==> src/rtl/shreg_pkg.sv <==
package shreg_pkg;
    typedef enum logic [1:0] {
        MODE_HOLD  = 2'd0,
        MODE_LOAD  = 2'd1,
        MODE_SHIFT = 2'd2
    } shreg_mode_e;
endpackage

==> src/rtl/shreg_mode_dec.sv <==
module shreg_mode_dec
    import shreg_pkg::*;
(
    input  logic        en_n,
    input  logic        load_n,
    output shreg_mode_e mode
);
    // The enable takes precedence: a disabled edge neither loads nor shifts.
    always_comb begin
        if (en_n)
            mode = MODE_HOLD;
        else if (!load_n)
            mode = MODE_LOAD;
        else
            mode = MODE_SHIFT;
    end
endmodule

==> src/rtl/shreg_edge_mon.sv <==
module shreg_edge_mon (
    input  logic clk,
    input  logic clr_n,
    input  logic en_n,
    output logic en_glitch
);
    logic en_rise_d, en_rise_q;
    logic glitch_d,  glitch_q;

    always_comb begin
        en_rise_d = en_n;
        // Enable was high at the rising edge and is low now: it fell while clk was high.
        glitch_d  = en_rise_q & ~en_n;
    end

    always_ff @(posedge clk or negedge clr_n) begin
        if (!clr_n) en_rise_q <= 1'b0;
        else        en_rise_q <= en_rise_d;
    end

    always_ff @(negedge clk or negedge clr_n) begin
        if (!clr_n) glitch_q <= 1'b0;
        else        glitch_q <= glitch_d;
    end

    assign en_glitch = glitch_q;
endmodule

==> src/rtl/gated_piso.sv <==
module gated_piso
    import shreg_pkg::*;
#(
    parameter int STAGES = 8
) (
    input  logic              clk,
    input  logic              clr_n,
    input  logic              load_n,
    input  logic              en_n,
    input  logic              ser_in,
    input  logic [STAGES-1:0] par_in,
    output logic              ser_out,
    output logic              en_glitch
);
    localparam int LAST = STAGES - 1;

    typedef struct packed {
        logic [STAGES-1:0] stage;
    } shreg_state_t;

    shreg_state_t      state_d, state_q;
    shreg_mode_e       mode;
    logic [STAGES-1:0] shifted;

    shreg_mode_dec u_dec (
        .en_n   (en_n),
        .load_n (load_n),
        .mode   (mode)
    );

    shreg_edge_mon u_mon (
        .clk       (clk),
        .clr_n     (clr_n),
        .en_n      (en_n),
        .en_glitch (en_glitch)
    );

    // Shift source for each stage: stage 0 takes the serial input, the others take their neighbour.
    for (genvar i = 0; i < STAGES; i++) begin : g_shift
        if (i == 0) begin : g_head
            assign shifted[i] = ser_in;
        end else begin : g_body
            assign shifted[i] = state_q.stage[i-1];
        end
    end

    always_comb begin
        state_d = state_q;
        case (mode)
            MODE_LOAD:  state_d.stage = par_in;
            MODE_SHIFT: state_d.stage = shifted;
            default:    state_d = state_q;
        endcase
    end

    always_ff @(posedge clk or negedge clr_n) begin
        if (!clr_n) state_q <= '0;
        else        state_q <= state_d;
    end

    assign ser_out = state_q.stage[LAST];
endmodule

==> config.mk <==
export PLATFORM = sky130hd
export DESIGN_NAME = gated_piso
export DESIGN_NICKNAME = d
export VERILOG_FILES = /design/src/rtl/shreg_pkg.sv /design/src/rtl/shreg_mode_dec.sv /design/src/rtl/shreg_edge_mon.sv /design/src/rtl/gated_piso.sv
export SDC_FILE = /design/constraint.sdc
export NUM_CORES = 1
export LEC_CHECK = 0
export ABC_CLOCK_PERIOD_IN_PS = 1290
export BUFFER_PORTS_ARGS = -buffer_cell sky130_fd_sc_hd__buf_2
export CAP_MARGIN = 10
export CORE_AREA = 2 2 39 41
export CTS_BUF_LIST = sky130_fd_sc_hd__clkbuf_4
export CTS_CLUSTER_SIZE = 20
export DETAILED_ROUTE_END_ITERATION = 12
export DIE_AREA = 0 0 41 43
export SLEW_MARGIN = 40
export SYNTH_ARGS = -nofsm -noshare
export SYNTH_HDL_FRONTEND = slang
export SYNTH_HIERARCHICAL = 1
export SYNTH_SLANG_ARGS = --single-unit
==> constraint.sdc <==
create_clock -name clk -period 1.29 [get_ports clk]
set_clock_uncertainty 0.05 [all_clocks]
set_input_delay 0.129 -clock clk [delete_from_list [all_inputs] [get_ports clk]]
set_output_delay 0.129 -clock clk [all_outputs]
set_load 0.05 [all_outputs]
==> out/metrics.yaml <==
clocking:
  cts_buffers: 3
  cts_setup_buffers: 0
  cts_root_buffer: "clkbuf_4"
  numClockSinks: 10
  clock_path_buffers: 2
  cts_tree: "done"
  clk_pin_slew_ns: 0.07
  clk_latency_ns: 0.27
  cts_htree_levels: 1
min_path:
  hold_class: "input pin to flip-flop"
logic_synthesis:
  syn_area_um2: 470.5
  syn-instance-count: 41
  syn_avg_cell_area_um2: 11.47
  synthesis.nets: 55
  synth_warnings: 6
  synth_seq_cells: 10
  yosysSeqAreaShare: 0.5319
  ys_types: 10
placed_design:
  postPlaceCellArea_um2: 573.1
  place_ws_ns: -0.1528
  dp.cells: 72
  dp_hpwl_um: 621.8
  io_buffers: 14
  place.gp.congestion: 0.7162
pwr:
  swShare: 0.2868
  power_leakage_nw: 0.3041
  ir_drop_mv: 0.4449
  pwr-share-clk: 0.275
  power_frac_seq: 0.497
  intPower_mw: 0.5617
  switchingPower_mw: 0.2259
  total_power_mw: 0.7876
  pwr-share-comb: 0.228
  power.density_mw_per_mm2: 1259
worst_setup_path:
  cp.required_ns: 1.11
  crit_type: "flip-flop to output pin"
  crit_path_end_kind: "output pin"
  critPathLaunchType: "flip-flop"
  crit_path_max_incr_delay_ns: 0.40
  timing.critical_path.buf_inv: 1
  cp_max_fo: 1
  cp.arrival_ns: 1.47
  worstPathCellList: "buf_6"
  crit_family: "flip-flops"
  cpMaxStageDelayCell: "dfrtn_1"
die:
  rows: 14
  start_util: 0.3400
  coreArea_mm2: 0.001384
  dieHeight_um: 43
  die_x_um: 41
  io_pins: 15
  die_area_mm2: 0.001763
drt:
  drt_iter0_markers: 4
  vias: 356
  via_per_inst: 4.564
  dr.pass1.iters: 2
  final_antenna_net_count: 0
  wl_per_cell_um: 10.33
  drc: 0
  routed_wl_um: 806
sta:
  holdWs_ns: 0.08538
  worst_slack_ns: -0.3592
  max_slew_margin: 0.6872
  grt_setup_unrepaired: "yes"
  hold_violations: 0
  worstMarginPinSlew_ns: 0.4692
  setup_viol_count_final: 2
  drv_slew: 0
  tns_ns: -0.3738
global_route:
  overflow: 0
  grt_pass1_wl_um: 1449
  grt_max_degree: 17
  grtUsageTotal: 0.1312
  antenna_found_initial: 0
  grt_pass1_vias: 351
outcome:
  status: "finished, violations left"
  violations: "setup timing"
finish:
  multi_input_area_um2: 193.9
  stdcell_count: 78
  fillCellCount: 136
  drive_above_1_share: 0.3548
  nets: 77
  antenna_cells: 0
  stdcell_area_um2: 625.6
  utilization: 0.4521
  regArea_um2: 250.2
  areaGrowthSynthToFinish_pct: 32.98
flow_run:
  cap_violations: 0
cells in the final DEF, fill, tap and decap left out:
| cell type | count |
|---|---|
| dlygate4sd3_1 | 2 |
| buf_12 | 1 |
| nand2_1 | 8 |
| o21ai_1 | 8 |
| mux2i_1 | 8 |
| clkbuf_4 | 3 |
| buf_2 | 13 |
| dfrtp_1 | 9 |
| buf_4 | 2 |
| buf_6 | 1 |
| dfrtn_1 | 1 |
| nor2b_4 | 2 |
| clkinv_1 | 1 |
| nor2_1 | 1 |
| inv_1 | 1 |
| ha_1 | 1 |
metal layers:
metal  GRT usage  wire length, um  up-vias  share of wire
met5           0                0        -              0
met4      0.1600               45        0          0.056
met3     0.01571               26        4          0.032
met2      0.1750              385       10           0.48
met1      0.1544              348      162           0.43
li1            -                -      180              -
cell families (layout without fill, tap and decap cells):
logic type | Yosys count | count (layout) | share of synthesized area
multiplexers | 8 | 8 | 0.1702
AND/OR/NAND/NOR | 11 | 11 | 0.1303
AO/OA/AOI/OAI | 8 | 8 | 0.08511
flip-flops | 10 | 10 | 0.5319
adder cells (fa/ha/maj) | 1 | 1 | 0.02659
buffers and inverters | 3 | 24 | 0.05584
power by group through the flow:
stage          combinational, mW  clock [mW]  sequential, mW
3_5_place_dp               0.177           0           0.397
5_1_grt                    0.203       0.242           0.396
3_3_place_gp               0.173           0           0.396
4_1_cts                    0.183       0.231           0.392
6_report                   0.180       0.216           0.391
2_1_floorplan             0.0899           0           0.420
synthesized netlist by cell type (all sizes together):
library cell  count  area share
dfrtp             9        0.48
ha                1       0.027
buf               2       0.048
mux2i             8        0.17
inv               1      0.0080
nor2              1      0.0080
nor2b             2       0.059
dfrtn             1       0.053
o21ai             8       0.085
nand2             8       0.064
final timing paths:
| kind | endpoint | slack (ns) | cells after the start | from |
|---|---|---|---|---|
| min in group asynchronous | state_q[0] | 0.28 | 3 | clr_n |
| worst min-delay path | state_q[5] | 0.09 | 3 | par_in[5] |
| worst min register to register | state_q[1] | 0.44 | 2 | state_q[1] |
| max in group asynchronous | u_mon/en_glitch | 0.40 | 2 | clr_n |
| worst max register to register | u_mon/en_glitch | -0.01 | 1 | u_mon/en_rise_q |
| worst max-delay path | en_glitch | -0.36 | 1 | u_mon/en_glitch |
cell type report:
type | count | share of cell area
sequential | 10 | 0.4000
multi-input combinational | 28 | 0.3100
timing repair buffer | 19 | 0.2100
clock buffer | 3 | 0.03600
tap | 16 | 0.03200
clock inverter | 1 | 0.006000
inverter | 1 | 0.006000
what timing repair did:
action                     in CTS  in global routing
hold buffers                    2                  0
resized for setup               2                  0
setup endpoints to repair       2                  2
hold endpoints to repair       10                  0
state kept, by name (all words and copies together) (netlist names):
name             count
state_q              8
u_mon/en_glitch      1
u_mon/en_rise_q      1
Power figures use the tool's default switching activity.
